===== config.mk =====
export PLATFORM = sky130hd
export DESIGN_NAME = dual_port_latch
export DESIGN_NICKNAME = d
export VERILOG_FILES = /design/src/rtl/dual_port_latch_pkg.sv /design/src/rtl/dual_port_latch_ctrl.sv /design/src/rtl/dual_port_latch_data.sv /design/src/rtl/dual_port_latch.sv
export SDC_FILE = /design/constraint.sdc
export NUM_CORES = 1
export LEC_CHECK = 0
export BUFFER_PORTS_ARGS = -buffer_cell sky130_fd_sc_hd__clkbuf_2
export CAP_MARGIN = 20
export CORE_AREA = 2 2 39 41
export CTS_BUF_LIST = sky130_fd_sc_hd__clkbuf_16
export CTS_CLUSTER_DIAMETER = 30
export CTS_CLUSTER_SIZE = 14
export DETAILED_ROUTE_END_ITERATION = 6
export DIE_AREA = 0 0 41 43
export GPL_TIMING_DRIVEN = 0
export HOLD_SLACK_MARGIN = 0.08
export PLACE_DENSITY = 0.77
export SKIP_CTS_REPAIR_TIMING = 1
export SYNTH_ARGS = -nofsm -noshare
export SYNTH_HDL_FRONTEND = slang
export SYNTH_SLANG_ARGS = --single-unit

===== constraint.sdc =====
create_clock -name clk -period 2.25 [get_ports clk]
set_input_delay 0.3375 -clock clk [delete_from_list [all_inputs] [get_ports clk]]
set_output_delay 0.3375 -clock clk [all_outputs]
set_load 0.01 [all_outputs]

===== src/rtl/dual_port_latch_pkg.sv =====
package dual_port_latch_pkg;
  localparam int DATA_W = 8;

  typedef struct packed {
    logic usrWrite;
    logic ctlWrite;
  } latch_strobes_t;
endpackage


===== src/rtl/dual_port_latch_ctrl.sv =====
module dual_port_latch_ctrl
  import dual_port_latch_pkg::*;
(
  input  logic           clk,
  input  logic           rst,
  input  logic           strobe,
  input  logic           usrInN,
  input  logic           usrOutN,
  input  logic           selN,
  input  logic           rdN,
  input  logic           wrN,
  output latch_strobes_t strobes,
  output logic           usrOe,
  output logic           ctlOe
);
  always_comb begin
    strobes.usrWrite = strobe && !usrInN;
    strobes.ctlWrite = strobe && usrInN && !selN && wrN;
    usrOe = !usrOutN && usrInN;
    ctlOe = !selN && !rdN && !wrN;
  end


  ctl_inhibit_chk: assert property (@(posedge clk) disable iff (rst)
    !usrInN |-> !strobes.ctlWrite);

  usr_oe_chk: assert property (@(posedge clk) disable iff (rst)
    usrOe |-> (usrInN && !usrOutN));

  ctl_oe_chk: assert property (@(posedge clk) disable iff (rst)
    ctlOe |-> (!selN && !rdN && !wrN));
endmodule


===== src/rtl/dual_port_latch_data.sv =====
module dual_port_latch_data
  import dual_port_latch_pkg::*;
#(
  parameter int W = DATA_W
) (
  input  logic           clk,
  input  logic           rst,
  input  latch_strobes_t strobes,
  input  logic [W-1:0]   usrDin,
  input  logic [W-1:0]   ctlDin,
  output logic [W-1:0]   usrDout,
  output logic [W-1:0]   ctlDout
);
  localparam logic [W-1:0] ONES = {W{1'b1}};
  logic [W-1:0] held;

  always_ff @(posedge clk) begin
    if (rst) held <= ONES;
    else if (strobes.usrWrite) held <= usrDin;
    else if (strobes.ctlWrite) held <= ~ctlDin;
  end

  assign usrDout = held;
  assign ctlDout = ~held;


  hold_chk: assert property (@(posedge clk) disable iff (rst)
    (!strobes.usrWrite && !strobes.ctlWrite) |=> $stable(held));

  usr_store_chk: assert property (@(posedge clk) disable iff (rst)
    strobes.usrWrite |=> (usrDout == $past(usrDin)));

  ctl_store_chk: assert property (@(posedge clk) disable iff (rst)
    (strobes.ctlWrite && !strobes.usrWrite) |=> (ctlDout == $past(ctlDin)));

  invert_chk: assert property (@(posedge clk) (ctlDout ^ usrDout) == ONES);
endmodule


===== src/rtl/dual_port_latch.sv =====
module dual_port_latch
  import dual_port_latch_pkg::*;
(
  input  logic              clk,
  input  logic              rst,
  input  logic              strobe,
  input  logic              usrInN,
  input  logic              usrOutN,
  input  logic [DATA_W-1:0] usrDin,
  output logic [DATA_W-1:0] usrDout,
  output logic              usrOe,
  input  logic              selN,
  input  logic              rdN,
  input  logic              wrN,
  input  logic [DATA_W-1:0] ctlDin,
  output logic [DATA_W-1:0] ctlDout,
  output logic              ctlOe
);
  latch_strobes_t strobes;

  dual_port_latch_ctrl i_ctrl (
    .clk(clk), .rst(rst), .strobe(strobe), .usrInN(usrInN), .usrOutN(usrOutN),
    .selN(selN), .rdN(rdN), .wrN(wrN), .strobes(strobes),
    .usrOe(usrOe), .ctlOe(ctlOe)
  );

  dual_port_latch_data #(.W(DATA_W)) i_data (
    .clk(clk), .rst(rst), .strobes(strobes), .usrDin(usrDin), .ctlDin(ctlDin),
    .usrDout(usrDout), .ctlDout(ctlDout)
  );


  reset_ones_chk: assert property (@(posedge clk)
    $past(rst) |-> (usrDout == {DATA_W{1'b1}}));
endmodule


==> flow_metrics.env, run 1 <==
export IMPL_status="completed"
export IMPL_area_growth_pct=69.0
export IMPL_wl_per_cell_um=9.71
export IMPL_grt_pass1_vias=360
export IMPL_finalWirelength_mm=1.07
export IMPL_slowest_delay_ns=0.26
export IMPL_clk_pin_slew_ns=0.04
export IMPL_synth_cell_type_count=11
export IMPL_crit_start="strobe"
export IMPL_clkPwrFrac=0.535
export IMPL_root_buffer="clkbuf_16"
export IMPL_synth_seq_cells=8
export IMPL_hpwl_um=858
export IMPL_synth_top_cells_by_area="dfxtp_1 37%, mux2i_1 18%, a2bb2oi_1 16%, inv_1 15%, nand2b_1 2.9%"
export IMPL_h_tree_depth=1
export IMPL_sequentialPowerShare=0.292
export IMPL_cts_tree="built"
export IMPL_design_core_area_sq_um=1380
export IMPL_drt_pass1_iter_count=2
export IMPL_ir_worst_vdd_mv=0.358
export IMPL_critPathCapture="i_data.usrDout[2]"
export IMPL_die_area_sq_um=1760
export IMPL_final_cell_mix="41 x clkbuf_2, 17 x inv_1, 8 x mux2i_1, 8 x a2bb2oi_1, 8 x dfxtp_1"
export IMPL_globalplace_congestion=0.560
export IMPL_ios=42
export IMPL_vias=473
export IMPL_crit_slowest_cell="a311o_1"
export IMPL_nets=120
export IMPL_required_ns=2.32
export IMPL_antenna_found_initial=0
export IMPL_syn_avg_cell_area_sq_um=8.71
export IMPL_portBuffers=41
export IMPL_max_cap_viol_count=0
export IMPL_r2r_setup_slack_ns=1.64
export IMPL_critPathMaxFanout=9
export IMPL_r2r_start="i_data.usrDout[2]"
export IMPL_initial_core_util=0.315
export IMPL_n_antenna_cell=0
export IMPL_rsz0062_at_grt="no"
export IMPL_fin_setup_tns_ns=0
export IMPL_grtUsageTotal=0.121
export IMPL_r2r_end="i_data.usrDout[2]"
export IMPL_clk_latency_ns=0.22
export IMPL_final_common_cell="clkbuf_2"
export IMPL_die_h_um=43
export IMPL_clock_path_buffers=2
export IMPL_worstPathArrival_ns=1.28
export IMPL_hold_path_class="input port to register"
export IMPL_die_width_um=41
export IMPL_fmax_ghz=0.826
export IMPL_swShare=0.204
export IMPL_fin_crit_sh=0.538
export IMPL_fin_skew_ns=0
export IMPL_p_int_mw=0.432
export IMPL_ff2ff_path_depth=1
export IMPL_syn_inst=50
export IMPL_largest_reg_flops=8
export IMPL_synth_top_area_share=0.368
export IMPL_yosysWarnings=0
export IMPL_syn_cell_area_sq_um=435
export IMPL_gr_total_overflow=0
export IMPL_finalSetupViolCount=0
export IMPL_combinationalPowerShare=0.173
export IMPL_fillerInstances=140
export IMPL_power_density_nw_per_um2=737
export IMPL_rows=14
export IMPL_worst_pin_slew_ns=0.693
export IMPL_grt_pass1_wl_mm=1.42
export IMPL_yosysSeqAreaShare=0.368
export IMPL_path_class="input port to register"
export IMPL_syn_nets=74
export IMPL_critical_path_top_delay_family="buffers and inverters"
export IMPL_crit_path_start_kind="input port"
export IMPL_end_kind="register"
export IMPL_hold_viol_final=0
export IMPL_path_depth=6
export IMPL_drc_errors=0
export IMPL_finalPower_mw=0.542
export IMPL_drtIter0Drc=4
export IMPL_grt_max_degree=10
export IMPL_drive_above_1_share=0.489
export IMPL_avgViaCountPerCell=4.30
export IMPL_path_cells="clkbuf_2, nor2b_1, buf_6, a311o_1, buf_2, a2bb2oi_1"
export IMPL_min_period_ns=1.21
export IMPL_drtAntennaViolNets=0
export IMPL_synth_top_area_cell="dfxtp_1"
export IMPL_leakage_nw=0.467
export IMPL_critPathBufInv=3
export IMPL_fin_hold_ws_ns=0.414
export IMPL_clkSinkCount=8
export IMPL_relSlewSlack=0.538
export IMPL_cts_buffers=3
export IMPL_drv_slew=0
export IMPL_power_switching_mw=0.111
==> per-layer routing <==
layer | vias to the layer above | routed length [um] | track usage
li1 | 250 | - | -
met1 | 197 | 452 | 0.132
met2 | 26 | 498 | 0.203
met3 | 0 | 117 | 0.0471
met4 | 0 | 0 | 0.0400
met5 | - | 0 | 0
==> worst min-delay path, cell delays in order <==
cell and delay (ns):
clkbuf_2 0.08, mux2i_1 0.05, a2bb2oi_1 0.13
==> cell usage after synthesis <==
| library cell | number |
|---|---|
| a21oi_1 | 1 |
| a2bb2oi_1 | 8 |
| a311o_1 | 1 |
| buf_2 | 1 |
| buf_6 | 1 |
| dfxtp_1 | 8 |
| inv_1 | 17 |
| mux2i_1 | 8 |
| nand2b_1 | 2 |
| nor2b_1 | 2 |
| nor3_1 | 1 |
==> area by class of cell <==
cell class              instances  area, sq um  area share
well taps                      16         20.0      0.0272
clock buffers                   3         75.1       0.102
repair buffers                 41          205       0.279
flip-flops and latches          8          160       0.218
inverters                      17         63.8      0.0867
multi-input cells              23          195       0.265
plain buffers                   2         16.3      0.0221
==> kinds of logic (layout without fill, tap and decap cells) <==
kind of cell / Yosys count / count (layout) / synth area share
and+or+nand+nor: 5 / 5 / 0.0689
muxes: 8 / 8 / 0.184
DFF: 8 / 8 / 0.368
AOI/OAI and AO/OA: 10 / 10 / 0.195
buffers and inverters: 19 / 63 / 0.184
==> power by group through the flow <==
| stage | Sequential, mW | Combinational [mW] | Clock, mW |
|---|---|---|---|
| 2_1_floorplan | 0.164 | 0.0453 | 0 |
| 3_3_place_gp | 0.160 | 0.0926 | 0 |
| 3_5_place_dp | 0.160 | 0.0943 | 0 |
| 4_1_cts | 0.158 | 0.0948 | 0.297 |
| 5_1_grt | 0.160 | 0.104 | 0.301 |
| 6_report | 0.158 | 0.0936 | 0.290 |
==> worst min path at each step <==
stage                                  from                 to  slack (ns)  depth (start not counted)
final                             usrDin[1]  i_data.usrDout[1]        0.41                          3
after global routing              usrDin[7]  i_data.usrDout[7]        0.44                          3
after CTS                         usrDin[1]  i_data.usrDout[1]        0.42                          3
after detailed placement  i_data.usrDout[1]  i_data.usrDout[1]        0.50                          1
after global placement    i_data.usrDout[5]  i_data.usrDout[5]        0.49                          1
after floorplan           i_data.usrDout[0]  i_data.usrDout[0]        0.52                          1
==> stage by stage <==
stage               std cells  setup slack (ns)   util  instance area [sq um]
finish                    110              1.04  0.532                    736
global placement          107             0.808  0.477                    661
global route              110             0.940  0.532                    736
CTS                       110              1.04  0.532                    736
floorplan                  50             0.992      -                    435
detailed placement        107             0.804  0.477                    661
Power figures use the tool's default switching activity.
==> run 2, diff against run 1 <==
--- a/config.mk
+++ b/config.mk
@@ -7,15 +7,14 @@
 export LEC_CHECK = 0
 export BUFFER_PORTS_ARGS = -buffer_cell sky130_fd_sc_hd__clkbuf_2
 export CAP_MARGIN = 20
-export CORE_AREA = 2 2 39 41
+export CORE_UTILIZATION = 30
 export CTS_BUF_LIST = sky130_fd_sc_hd__clkbuf_16
 export CTS_CLUSTER_DIAMETER = 30
 export CTS_CLUSTER_SIZE = 14
 export DETAILED_ROUTE_END_ITERATION = 6
-export DIE_AREA = 0 0 41 43
 export GPL_TIMING_DRIVEN = 0
 export HOLD_SLACK_MARGIN = 0.08
-export PLACE_DENSITY = 0.77
+export PLACE_DENSITY = 0.75
 export SKIP_CTS_REPAIR_TIMING = 1
 export SYNTH_ARGS = -nofsm -noshare
 export SYNTH_HDL_FRONTEND = slang
==> constraint.sdc (replaced) <==
create_clock -name clk -period 1.1 [get_ports clk]
set_input_delay 0.165 -clock clk [delete_from_list [all_inputs] [get_ports clk]]
set_output_delay 0.165 -clock clk [all_outputs]
set_load 0.01 [all_outputs]
==> run 2 against run 1 <==
Non-clock buffer count stayed put. Power up 100%. Sequential power increased by 110%. Critical path type unchanged. Critical endpoint is now i_data.usrDout[4]. Largest cell class unchanged.
==> flow_metrics.env, run 2 (synthesis results as in run 1) <==
export IMPL_dpl_cell_area_sq_um=659
export IMPL_setup_slack_ns=0.0456
export IMPL_drt_pass1_iter_count=4
export IMPL_leakage_nw=0.467
export IMPL_fmax_ghz=0.948
export IMPL_fin_skew_ns=0
export IMPL_finalPower_mw=1.10
export IMPL_fin_hold_ws_ns=0.250
export IMPL_relSlewSlack=0.567
export IMPL_n_antenna_cell=0
export IMPL_drt_met1_wl_um=417
export IMPL_nets=120
export IMPL_die_h_um=40.1
export IMPL_end_kind="register"
export IMPL_max_cap_viol_count=0
export IMPL_min_period_ns=1.05
export IMPL_cts_tree="built"
export IMPL_design_core_area_sq_um=1320
export IMPL_min_from="usrDin[0]"
export IMPL_largest_reg_flops=8
export IMPL_rsz0062_at_grt="no"
export IMPL_highest_layer="met3"
export IMPL_grt_pass1_vias=396
export IMPL_drc_errors=0
export IMPL_ir_worst_vdd_mv=1.16
export IMPL_hold_viol_final=0
export IMPL_h_tree_depth=1
export IMPL_finalWirelength_mm=1.06
export IMPL_drive_above_1_share=0.489
export IMPL_wl_met2_um=539
export IMPL_globalplace_congestion=0.635
export IMPL_drtIter0Drc=1
export IMPL_clk_pin_slew_ns=0.03
export IMPL_wl_met3_um=102
export IMPL_r2r_setup_slack_ns=0.49
export IMPL_whs_path_depth=3
export IMPL_crit_path_start_kind="input port"
export IMPL_fin_crit_sh=0.959
export IMPL_cts_buffers=3
export IMPL_hold_path_class="input port to register"
export IMPL_required_ns=1.17
export IMPL_grt_max_degree=10
export IMPL_power_density_nw_per_um2=1500
export IMPL_p_int_mw=0.882
export IMPL_finalSetupViolCount=0
export IMPL_clkSinkCount=8
export IMPL_final_cell_mix="41 x clkbuf_2, 17 x inv_1, 8 x mux2i_1, 8 x a2bb2oi_1, 8 x dfxtp_1"
export IMPL_worstPathArrival_ns=1.13
export IMPL_antenna_found_initial=0
export IMPL_post_route_cell_area_sq_um=734
export IMPL_die_area_sq_um=1610
export IMPL_die_width_um=40.1
export IMPL_fin_setup_tns_ns=0
export IMPL_rows=13
export IMPL_avgViaCountPerCell=4.51
export IMPL_hpwl_um=906
export IMPL_status="completed"
export IMPL_grt_pass1_wl_mm=1.50
export IMPL_preCtsSetupSlack_ns=-0.189
export IMPL_path_class="input port to register"
export IMPL_sequentialPowerShare=0.296
export IMPL_drtAntennaViolNets=0
export IMPL_r2r_start="i_data.usrDout[3]"
export IMPL_clock_path_buffers=2
export IMPL_r2r_end="i_data.usrDout[3]"
export IMPL_gr_total_overflow=0
export IMPL_portBuffers=41
export IMPL_crit_start="strobe"
export IMPL_grtUsageTotal=0.137
export IMPL_hold_end="i_data.usrDout[0]"
export IMPL_drv_slew=0
export IMPL_initial_core_util=0.330
export IMPL_vias=492
export IMPL_worst_pin_slew_ns=0.649
export IMPL_clkPwrFrac=0.531
export IMPL_swShare=0.198
export IMPL_final_common_cell="clkbuf_2"
export IMPL_ios=42
export IMPL_power_switching_mw=0.218
export IMPL_ff2ff_path_depth=1
export IMPL_area_growth_pct=68.7
export IMPL_critPathMaxFanout=9
export IMPL_combinationalPowerShare=0.174
export IMPL_root_buffer="clkbuf_16"
export IMPL_clk_latency_ns=0.22
export IMPL_wl_per_cell_um=9.72
## run 2: cell counts in the layout (fill, tap and decap cells not counted)
Identical to the previous run, type by type.
## run 2: worst max path at each step
stage,slack [ns],depth (start not counted),endpoint
finish,0.05,6,i_data.usrDout[4]
global route,0.005,6,i_data.usrDout[1]
CTS,0.04,6,i_data.usrDout[2]
global placement,-0.17,6,i_data.usrDout[1]
floorplan,0.01,5,i_data.usrDout[0]
detailed placement,-0.19,6,i_data.usrDout[2]
## run 2: cell type report
cell class / instances / area, sq um
sequential: 8 / 160
tap: 15 / 18.8
buffer: 2 / 16.3
inverter: 17 / 63.8
timing repair buffer: 41 / 205
clock buffer: 3 / 75.1
fill: 123 / 583
multi-input combinational: 23 / 195
## run 2: power by group through the flow
stage               Clock, mW  Combinational (mW)  Sequential (mW)
finish                  0.583               0.191            0.325
global route            0.618               0.213            0.327
CTS                     0.588               0.194            0.325
detailed placement          0               0.194            0.329
global placement            0               0.189            0.328
floorplan                   0              0.0926            0.336
## run 2: routing by layer
metal / GRT usage / up-vias
met5: 0 / -
met4: 0.0259 / 0
met3: 0.0167 / 0
met2: 0.278 / 24
met1: 0.148 / 216
li1: - / 252
## run 2: stage by stage
stage | utilization | std cells
final | 0.557 | 109
after global routing | 0.557 | 109
after CTS | 0.557 | 109
after detailed placement | 0.500 | 106
after global placement | 0.500 | 106
after floorplan | - | 50
## run 2: worst max-delay path, cell delays in order
cell       delay, ns
clkbuf_2        0.10
nor2b_1         0.14
buf_6           0.15
a311o_1         0.26
buf_2           0.17
a2bb2oi_1       0.14
